===== src/rtl/ptg_pkg.sv =====
package ptg_pkg;

  // Codes at or below this limit alias onto slower rates.
  localparam int ALIAS_LIMIT = 2;
  // Amount added to an aliased code to get its period exponent.
  localparam int ALIAS_SHIFT = 6;

  // Divider-control pattern (bits 2:1) that holds the chain in reset.
  localparam logic [1:0] HOLD_PATTERN = 2'b11;

  function automatic logic chain_held(input logic [2:0] ctl);
    return ctl[2:1] == HOLD_PATTERN;
  endfunction

endpackage


===== src/rtl/ptg_rate_decode.sv =====
module ptg_rate_decode #(
  parameter int CODE_W  = 4,
  parameter int CHAIN_W = 15,
  localparam int LOG_W  = $clog2(CHAIN_W + 1)
) (
  input  logic [CODE_W-1:0]  code,
  output logic               active,
  output logic [CHAIN_W-1:0] tap_mask
);
  import ptg_pkg::*;

  logic [LOG_W-1:0] log2p;

  always_comb begin
    active = (code != '0);
    if (code == '0) begin
      log2p = '0;
    end else if (code <= CODE_W'(ALIAS_LIMIT)) begin
      log2p = LOG_W'(code) + LOG_W'(ALIAS_SHIFT);
    end else begin
      log2p = LOG_W'(code) - LOG_W'(1);
    end
  end

  // One tap per chain bit: bit i is the carry source for period 2^(i+1).
  for (genvar i = 0; i < CHAIN_W; i++) begin : g_tap
    assign tap_mask[i] = active && (log2p == LOG_W'(i + 1));
  end

endmodule


===== src/rtl/ptg_chain.sv =====
module ptg_chain #(
  parameter int CHAIN_W = 15
) (
  input  logic               clk,
  input  logic               rst_n,
  input  logic               tick_en,
  input  logic               hold,
  input  logic               sched_en,
  output logic [CHAIN_W-1:0] count_q,
  output logic [CHAIN_W-1:0] prev_q,
  output logic               step_q
);

  always_ff @(posedge clk) begin
    if (!rst_n || hold) begin
      count_q <= '0;
      prev_q  <= '0;
      step_q  <= 1'b0;
    end else if (tick_en) begin
      prev_q  <= count_q;
      count_q <= count_q + CHAIN_W'(1);
      step_q  <= sched_en;
    end else begin
      step_q  <= 1'b0;
    end
  end

endmodule


===== src/rtl/ptg_tap_edge.sv =====
module ptg_tap_edge #(
  parameter int CHAIN_W = 15
) (
  input  logic               step_q,
  input  logic [CHAIN_W-1:0] prev_q,
  input  logic [CHAIN_W-1:0] count_q,
  input  logic [CHAIN_W-1:0] tap_mask,
  output logic               fire
);
  logic [CHAIN_W-1:0] fell;

  // A tap bit going 1 -> 0 is the carry out of that stage.
  assign fell = prev_q & ~count_q;
  assign fire = step_q & (|(fell & tap_mask));

endmodule


===== src/rtl/periodic_tick_gen.sv =====
module periodic_tick_gen #(
  parameter int CODE_W  = 4,
  parameter int CHAIN_W = 15
) (
  input  logic              clk,
  input  logic              rst_n,
  input  logic              tick_en,
  input  logic [CODE_W-1:0] rate_sel,
  input  logic [2:0]        div_ctl,
  input  logic              pie_en,
  output logic              event_pulse,
  output logic              irq_set_req
);
  import ptg_pkg::*;

  logic               active;
  logic [CHAIN_W-1:0] tap_mask;
  logic [CHAIN_W-1:0] count_q;
  logic [CHAIN_W-1:0] prev_q;
  logic               step_q;
  logic               hold;
  logic               sched_en;

  assign hold     = chain_held(div_ctl);
  assign sched_en = pie_en & active;

  ptg_rate_decode #(.CODE_W(CODE_W), .CHAIN_W(CHAIN_W)) u_decode (
    .code     (rate_sel),
    .active   (active),
    .tap_mask (tap_mask)
  );

  ptg_chain #(.CHAIN_W(CHAIN_W)) u_chain (
    .clk      (clk),
    .rst_n    (rst_n),
    .tick_en  (tick_en),
    .hold     (hold),
    .sched_en (sched_en),
    .count_q  (count_q),
    .prev_q   (prev_q),
    .step_q   (step_q)
  );

  ptg_tap_edge #(.CHAIN_W(CHAIN_W)) u_edge (
    .step_q   (step_q),
    .prev_q   (prev_q),
    .count_q  (count_q),
    .tap_mask (tap_mask),
    .fire     (event_pulse)
  );

  assign irq_set_req = event_pulse & pie_en;

endmodule


===== config.mk =====
export PLATFORM = sky130hd
export DESIGN_NAME = periodic_tick_gen
export DESIGN_NICKNAME = d
export VERILOG_FILES = /design/src/rtl/ptg_pkg.sv /design/src/rtl/ptg_rate_decode.sv /design/src/rtl/ptg_chain.sv /design/src/rtl/ptg_tap_edge.sv /design/src/rtl/periodic_tick_gen.sv
export SDC_FILE = /design/constraint.sdc
export NUM_CORES = 1
export LEC_CHECK = 0
export ABC_CLOCK_PERIOD_IN_PS = 3250
export BUFFER_PORTS_ARGS = -buffer_cell sky130_fd_sc_hd__clkbuf_2
export CAP_MARGIN = 25
export CORE_ASPECT_RATIO = 1.4
export CORE_MARGIN = 1.5
export CORE_UTILIZATION = 60
export CTS_BUF_LIST = sky130_fd_sc_hd__clkbuf_4
export DETAILED_ROUTE_END_ITERATION = 7
export PLACE_DENSITY = 0.8
export REMOVE_ABC_BUFFERS = 1
export SYNTH_ARGS = -nofsm -noshare
export SYNTH_HDL_FRONTEND = slang
export SYNTH_SLANG_ARGS = --single-unit

===== constraint.sdc =====
create_clock -name clk -period 3.25 [get_ports clk]
set_input_delay 0.325 -clock clk [delete_from_list [all_inputs] [get_ports clk]]
set_output_delay 0.325 -clock clk [all_outputs]
set_load 0.1 [all_outputs]

### Word level (Yosys, flattened, before mapping)

Index checks and enable logic that the tools add are counted.

| word-level totals | value |
|---|---|
| bits in registers | 31 |
| bits of input ports | 11 |
| output and inout port bits | 2 |

| cells by class | value |
|---|---|
| $add $sub $neg | 3 |
| $lt $le $gt $ge | 1 |
| equality and inequality tests | 16 |
| multiplexer cells | 2 |
| bitwise logic cells | 7 |
| reduce and logical (&&, ||, !) cells | 21 |

Operators by type and width:

| operator | count |
|---|---|
| equality test 4 bit, second input constant | 8 |
| AND 15 bit | 2 |
| equality test 4 x 3 -> 1 bit, second input constant | 4 |
| adder 15 x 1 -> 15 bit, second input constant | 1 |
| logical AND 1 bit | 15 |
| NOT 15 bit | 1 |
| OR reduction 15 bit | 1 |
| equality test 4 x 2 -> 1 bit, second input constant | 2 |
| 2-to-1 mux 4 bit | 2 |
| adder 4 x 3 -> 4 bit, second input constant | 1 |
| equality test 4 x 1 -> 1 bit, second input constant | 1 |
| less-or-equal comparator 4 x 2 -> 1 bit, second input constant | 1 |
| logical NOT 4 bit | 1 |
| nonzero test 4 bit | 1 |
| subtractor 4 x 1 -> 4 bit, second input constant | 1 |
| AND 1 bit | 3 |
| equality test 2 bit, second input constant | 1 |
| OR reduction 2 bit | 1 |
| logical NOT 1 bit | 1 |
| logical OR 1 bit | 1 |
| NOT 1 bit | 1 |

### Logic depth before layout (Yosys ltp)

Gate-level depths: netlist (run 1).

| logic depth | value |
|---|---|
| depth in word-level cells | 9 |
| depth in mapped cells | 10 |
| depth with buffers taken out | 9 |

### Hierarchy

A second synthesis (run 1) with hierarchy kept.

| unflattened totals | value |
|---|---|
| cells, all modules | 216 |
| area total of the unflattened synthesis | 1,779.2 um^2 |

By module, submodules not included:

| module | times used | cells each | area each (um^2) |
|---|---|---|---|
| ptg_chain | 1 | 135 | 1,276.2 |
| ptg_rate_decode | 1 | 52 | 357.8 |
| ptg_tap_edge | 1 | 26 | 126.4 |
| periodic_tick_gen | 1 | 3 | 18.8 |

### Worst setup path after synthesis (run 1)

No wires, ideal clock.

| path | value |
|---|---|
| kind | input-to-output |
| from | input rate_sel[1] |
| to | output irq_set_req |
| arrival | 2,664 ps |
| required time | 2,925 ps |
| path slack | 261 ps |
| cell stages on the path | 9 |
| path buffers | 0 |
| cell sequence | inv_1 > ha_1 > nor2_1 > a2bb2oi_1 > o31ai_1 > or3b_1 > and4b_1 > nor4_2 > o31a_1 |

| between the ends | value |
|---|---|
| cells in the longest elaborated chain, start to end | 9 |

RTL lines:

| what | line | text |
|---|---|---|
| start, declared | periodic_tick_gen.sv:8 | `input logic [CODE_W-1:0] rate_sel,` |
| subtractor 4 x 1 -> 4 bit, or another cell as far along | ptg_rate_decode.sv:21 | `log2p = LOG_W'(code) - LOG_W'(1);` |
| 2-to-1 mux 4 bit | ptg_rate_decode.sv:18 | `end else if (code <= CODE_W'(ALIAS_LIMIT)) begin` |
| 2-to-1 mux 4 bit | ptg_rate_decode.sv:16 | `if (code == '0) begin` |
| equality test 4 x 1 -> 1 bit, or another cell as far along | ptg_rate_decode.sv:27 | `assign tap_mask[i] = active && (log2p == LOG_W'(i + 1));` |
| logical AND 1 bit | ptg_rate_decode.sv:27 |  |
| AND 15 bit * | ptg_tap_edge.sv:14 | `assign fire = step_q & (\|(fell & tap_mask));` |
| OR reduction 15 bit * | ptg_tap_edge.sv:14 |  |
| AND 1 bit * | ptg_tap_edge.sv:14 |  |
| AND 1 bit * | periodic_tick_gen.sv:52 | `assign irq_set_req = event_pulse & pie_en;` |
| end, declared | periodic_tick_gen.sv:12 | `output logic irq_set_req` |

Every way passes the cells marked *; elsewhere a longest branch is shown, timed or not.

### Worst setup path in the final report (run 1)

Ends and elaborated chain as after synthesis.

==> results of run 1 <==
[stage by stage]
| step | power, mW | worst slack (ps) | cells | hold WS [ps] | cell area, µm² |
|---|---|---|---|---|---|
| 2_1_floorplan | 0.454 | -114 | 185 | 446 | 1670 |
| 3_3_place_gp | 0.484 | 310 | 233 | 464 | 1800 |
| 3_5_place_dp | 0.487 | 237 | 233 | 481 | 1800 |
| 4_1_cts | 0.689 | 238 | 240 | 215 | 1850 |
| 5_1_grt | 0.711 | 84.8 | 240 | 238 | 1850 |
| 6_report | 0.680 | 241 | 240 | 223 | 1850 |
[flip-flops by register name, indices dropped and copies added (netlist names)]
name and cells:
u_chain.count_q 15, u_chain.step_q 1, u_chain.prev_q 15
[critical path, cell delays in order]
cell and delay (ps):
clkbuf_2 120, inv_1 130, ha_1 330, nor2_1 70, a2bb2oi_1 160, o31ai_1 90, buf_4 190, or3b_1 360
and4b_1 190, nor4_2 290, o31a_1 220, buf_12 180
[routing by layer]
metal	global-route usage [%]	vias up	wire, µm
li1	-	693	-
met5	0	-	0
met4	9.46	0	55
met1	24.3	643	1380
met2	39.0	25	1580
met3	7.65	8	129
[where the power goes]
| part | internal [mW] | switching (mW) | total, mW |
|---|---|---|---|
| sequential | 0.382 | 0.00298 | 0.385 |
| clock | 0.0764 | 0.126 | 0.202 |
| combinational | 0.0359 | 0.0566 | 0.0926 |
[final timing paths]
kind	startpoint	to	slack, ps	cells after the start
min	pie_en	u_chain.step_q	220	3
min reg2reg	u_chain.prev_q[5]	u_chain.prev_q[5]	500	2
max reg2reg	u_chain.count_q[0]	u_chain.count_q[14]	1560	7
max	rate_sel[1]	irq_set_req	240	12
[cell families after synthesis]
| kind of cell | count (synthesis) | share of synthesized area [%] |
|---|---|---|
| flip-flops | 31 | 36.3 |
| AO/OA/AOI/OAI | 24 | 11.1 |
| AND/OR/NAND/NOR | 85 | 26.6 |
| buffers and inverters | 15 | 4.25 |
| multiplexers | 19 | 11.1 |
| adder cells (fa/ha/maj) | 6 | 4.39 |
| XOR/XNOR | 12 | 6.15 |
[cells in the final DEF (no fill, tap or decap), drive strengths merged, types with 2 or more instances in the layout]
master / netlist / final
mux2i: 19 / 19
xnor2: 4 / 4
or3: 3 / 3
nand4: 3 / 3
clkinv: 0 / 2
nand3: 3 / 3
nor4: 2 / 2
buf: 3 / 3
dfxtp: 31 / 31
xor2: 8 / 8
and4b: 2 / 2
o21ai: 5 / 5
a211oi: 4 / 4
clkbuf: 4 / 14
nand3b: 3 / 3
nor3: 2 / 2
a21boi: 2 / 2
nand2b: 6 / 6
ha: 6 / 6
nor2: 34 / 34
nor2b: 3 / 3
inv: 8 / 8
a21oi: 4 / 4
nand2: 15 / 15
and3: 3 / 3
o31a: 2 / 2
nor3b: 2 / 2
[area by class of cell]
type | instances | area share [%]
multi-input combinational | 146 | 54.9
sequential | 31 | 33.5
timing repair buffer | 12 | 5.00
tap | 36 | 2.43
clock buffer | 5 | 2.03
inverter | 8 | 1.62
clock inverter | 2 | 0.473
==> impl_results.md, run 1 <==
- Drt total wl: 3.15 mm
- Most frequent cell after synthesis: nor2_1
- YS warnings: 0
- Cell taking the most area after synthesis: dfxtp_1
- # IOs: 13
- Seq cells post-synth: 31
- I/O Buffers: 11
- Die height: ~66 µm
- Top-area cell type share of the netlist area: a little over a third
- Clk slew on worst S/H paths: roughly 80 ps
- Crit. End Element: primary output
- WL/cell: between 10 and 15 µm
- Cts repair resizes: 0
- Netlist cell types: 44
- Worst EP required: slightly below 3000 ps
- Largest cells by area after synthesis: dfxtp_1 (36%), mux2i_1 (11%), nor2_1 (7.0%), ha_1 (4.4%), xor2_1 (4.1%)
- Worst skew pair latency: roughly 340 ps
- Initial antenna violation count: 0
- Routed Antenna Nets: 0
- Vias per cell: 5.70
- Via count: 1,369
- Run status: finished clean
- Crit-path max FO: 11
- RSZ-0062 raised after global routing: false
- Synth Flop Type: dfxtp_1
- Rel. slew slack: between 30% and 40%
- PD cells: 368 mW/mm²
- Clock Tree Buf Depth: 2
- CTS buffer count: 5
- Core footprint: about 0.0027 mm²
- # hold bufs at CTS: 0
- Row count: 22
- Root Buffer: clkbuf_4
- Hold Path Class: in -> reg
- Area of the mapped netlist: ~0.0017 mm²
- Area Overhead vs Synth: 8.27%
- Max IR drop VDD: just under 400 µV
- Largest net degree at the start of global routing: 32
- Max Slew Vio Count: 0
- Cells after Synth: 192
- Die Area: 0.00318 mm²
- CP arrival: about 2700 ps
- GP Congestion: approximately 0.79
- Clock tree from TritonCTS: yes
- Final TNS setup: 0 ps
- First-pass GRT wire length: around 5.2 mm
- Chip width: between 40 and 50 µm
- Worst slew pin tran: between 900 and 1000 ps
- Crit path launch type: primary input
- Count of flip-flops with a built-in enable after synthesis: 0
- Total global-route track usage: between 20 and 25%
- Drt first pass iters: 4
- Max cap viols: 0
- DRC Markers: 0
- Final setup fails: 0
- Fillers: around 220
- Avg Inst Size Synth: a little under 9 µm²
- Leakage: roughly 0.73 nW
- DP HPWL: 2.27 mm
- # diodes: 0
- Ys async rst share: 0%
- Final period demand of the worst path: between 3000 and 4000 ps
- FF/Latch Area: between 600 and 700 µm²
- Final net count: roughly 220
- Initial DRC count: 32
- Post-layout util: about 69%
- Gr ovfl total: 0
- Starting Density: 64.0%
- Clock Sinks: 31
- Achievable clock frequency: 332 MHz
- Multi-input logic area: roughly 0.0010 mm²
- Layout cells sized above 1: about an eighth
- Seq/Total Area, Yosys: around 36%
- Skew final: 11.3 ps
- CTS H-tree depth: 2
- Synth top cells by count: nor2_1 (32), dfxtp_1 (31), mux2i_1 (19)
- Critical path class: in -> out
- Post-CTS setup repair buffer count: 0
- Number of global-route vias before repair: between 1,000 and 1,500
- Crit share post-route: between 90 and 100%
- Hold Fails Final Rpt: 0
Note: power is estimated with default switching activity, not from simulation.
==> run 2: changes to the inputs <==
--- a/config.mk
+++ b/config.mk
@@ -13,8 +13,9 @@
 export CORE_UTILIZATION = 60
 export CTS_BUF_LIST = sky130_fd_sc_hd__clkbuf_4
 export DETAILED_ROUTE_END_ITERATION = 7
-export PLACE_DENSITY = 0.8
+export PLACE_DENSITY = 0.79
 export REMOVE_ABC_BUFFERS = 1
 export SYNTH_ARGS = -nofsm -noshare
 export SYNTH_HDL_FRONTEND = slang
+export SYNTH_HIERARCHICAL = 1
 export SYNTH_SLANG_ARGS = --single-unit
==> impl_results.md, run 2 <==
- WL/cell: 15.9 µm (+22%)
- Clk slew on worst S/H paths: 80 ps (about the same)
- Max IR drop VDD: 251 µV (-35%)
- Largest family of logic cells by synthesized area: simple AND/OR/NAND/NOR gates
- PD cells: 355 mW/mm² (-3.4%)
- Synth Flop Type: dfxtp_1
- # diodes: 0 (unchanged)
- Simple-gate share of the synthesized area: 32.0% (+5.4 points)
- Avg Inst Size Synth: 8.24 µm² (-7.5%)
- Count of flip-flops with a built-in enable after synthesis: 0 (unchanged)
- Initial DRC count: 82 (+160%)
- Area Overhead vs Synth: 7.52%
- Seq/Total Area, Yosys: 34.9% (-1.4 points)
- Final setup fails: 0 (unchanged)
- Top-area cell type share of the netlist area: 34.9% (-1.4 points)
- Max Slew Vio Count: 0 (unchanged)
- Post-CTS setup repair buffer count: 0 (unchanged)
- Achievable clock frequency: 324 MHz (-2.4%)
- Clock Sinks: 31 (unchanged)
- Hold Path Class: in -> reg
- Row count: 23 (+4.5%)
- Layout cells sized above 1: 12.9% (+0.14 points)
- Commonest cells after routing, fill and taps aside: nand2_1 (31), dfxtp_1 (31), nor2_1 (22)
- # IOs: 13 (unchanged)
- Drt first pass iters: 4 (unchanged)
- CP arrival: 2760 ps (+80 ps)
- Seq cells post-synth: 31 (unchanged)
- First-pass GRT wire length: 6.69 mm (+30%)
- Synth top cells by count: dfxtp_1 (31), nand2_1 (31), nor2_1 (22)
- GP Congestion: 0.918 (+16%)
- Largest net degree at the start of global routing: 26 (-19%)
- Ys async rst share: 0% (unchanged)
- Starting Density: 62.5% (-1.6 points)
- Hold_ws: 373 ps (+150 ps)
- Vias per cell: 6.19 (+8.5%)
- Clock Tree Buf Depth: 2 (unchanged)
- Post-synthesis mux area share: 11.3% (+0.12 points)
- Cells after Synth: 216 (+13%)
- DRC Markers: 0 (unchanged)
- Crit. End Element: primary output
- Crit share post-route: 94.9% (+2.3 points)
- Gr ovfl total: 0 (unchanged)
- Top flop regs: u_chain/count_q (15), u_chain/prev_q (15), u_chain/step_q (1)
- CTS buffer count: 5 (unchanged)
- Die Area: 0.00331 mm² (+3.9%)
- Adder-cell share of the synthesized area: 4.22% (-0.17 points)
- Crit-path max FO: 8 (-3)
- Max cap viols: 0 (unchanged)
- Critical path class: in -> out
- Worst EP required: 2920 ps (about the same)
- Run status: finished clean
- Crit path launch type: primary input
- Leakage: 0.701 nW (-4.1%)
- Die height: 67.4 µm (+1.9%)
- # hold bufs at CTS: 0 (unchanged)
- Worst skew pair latency: 330 ps (about the same)
- Largest cells by area after synthesis: dfxtp_1 (35%), mux2i_1 (11%), nand2_1 (6.5%), nor2_1 (4.6%), ha_1 (4.2%)
- PnR worst setup slack: 166 ps (-75.0 ps)
- Root Buffer: clkbuf_4
- Post-Synth XOR/XNOR Area: 1.97% (-4.2 points)
- Cell taking the most area after synthesis: dfxtp_1
- Synth Area in Compound Gates: 11.2% (+0.054 points)
- Number of global-route vias before repair: 1,553 (+20%)
- YS warnings: 6 (+6)
- Chip width: 49.0 µm (+1.9%)
- DP HPWL: 3.01 mm (+33%)
- Total global-route track usage: 26.5% (+3.7 points)
- Final net count: 242 (+9.5%)
- Routed Antenna Nets: 0 (unchanged)
- Post-Place Setup Slack: 180 ps (-57.6 ps)
- Skew final: 7.11 ps (-4.20 ps)
- RSZ-0062 raised after global routing: false
- Cts repair resizes: 0 (unchanged)
- CTS H-tree depth: 2 (unchanged)
- Core footprint: 0.00285 mm² (+6.7%)
- Final period demand of the worst path: 3080 ps (+75.0 ps)
- I/O Buffers: 11 (unchanged)
- Via count: 1,622 (+18%)
- Drt total wl: 4.18 mm (+33%)
- Rel. slew slack: 35.2% (+0.44 points)
- Hold Fails Final Rpt: 0 (unchanged)
- Area of the mapped netlist: 0.00178 mm² (+4.1%)
- Clock tree from TritonCTS: yes
- Netlist cell types: 37 (-16%)
- Initial antenna violation count: 0 (unchanged)
- Worst slew pin tran: 971 ps (-4.23 ps)
-- run 2: cell count changes after synthesis, moves of 4 or more --
| cell | previous run | this run |
|---|---|---|
| o22ai_1 | 0 | 6 |
| nor2_1 | 32 | 22 |
| nand4_1 | 3 | 7 |
| nand2_1 | 15 | 31 |
| nor3_1 | 2 | 14 |
| a21oi_1 | 3 | 7 |
| xor2_1 | 8 | 3 |
| nor4_1 | 0 | 7 |
-- run 2: metrics by stage --
stage	cell area (µm²)	total power [mW]	TNS (ps)	utilization, %	instances
3_3_place_gp	1850	0.478	0	64.9	255
4_1_cts	1890	0.684	0	66.5	262
5_1_grt	1910	0.708	0	67.1	262
3_5_place_dp	1850	0.483	0	64.9	255
6_report	1910	0.679	0	67.1	262
2_1_floorplan	1720	0.451	-1310	-	206
-- run 2: kinds of logic (layout without fill, tap and decap cells) --
group           count (synthesis)  after routing
mux                            20             20
simple gates                  111            111
fa+ha+maj                       6              6
flops                          31             31
compound gates                 28             28
buf+inv                        16             25
xor+xnor                        4              4
-- run 2: final cells by class --
| class | instances | area, µm² |
|---|---|---|
| Sequential cell | 31 | 621 |
| Clock inverter | 2 | 8.76 |
| Fill cell | 258 | 936 |
| Clock buffer | 5 | 37.5 |
| Tap cell | 37 | 46.3 |
| Timing Repair Buffer | 12 | 80.1 |
| Inverter | 6 | 22.5 |
| Multi-Input combinational cell | 169 | 1100 |
-- run 2: report_power, final --
part           total (mW)  internal [mW]  switching (mW)
Sequential          0.387          0.382         0.00472
Combinational      0.0917         0.0329          0.0588
Clock               0.201         0.0764           0.124
Total               0.679          0.492           0.188
-- run 2: path summary, 6_finish.rpt --
check,from,end,slack (ps),cells after the start
min reg2reg,u_chain/prev_q[6],u_chain/prev_q[6],500,2
min,pie_en,u_chain/step_q,370,3
max reg2reg,u_chain/count_q[0],u_chain/count_q[8],1580,4
max,rate_sel[0],irq_set_req,170,13
-- run 2: layer usage --
metal,global-route usage (%),wire (µm),up-vias
met4,15.7,110,0
met5,0,0,-
met2,47.9,2180,50
li1,-,-,792
met1,28.8,1690,768
met3,5.31,198,12
-- run 2: worst max-delay path, cell delays in order --
cell      delay (ps)
clkbuf_2         150
inv_1            120
ha_1             210
nand2b_1         200
a21oi_1          130
o22a_2           310
nor4b_2          300
nand2_1           80
o22ai_1          210
nor4_2            90
a21boi_1         200
and2_1           230
buf_12           190
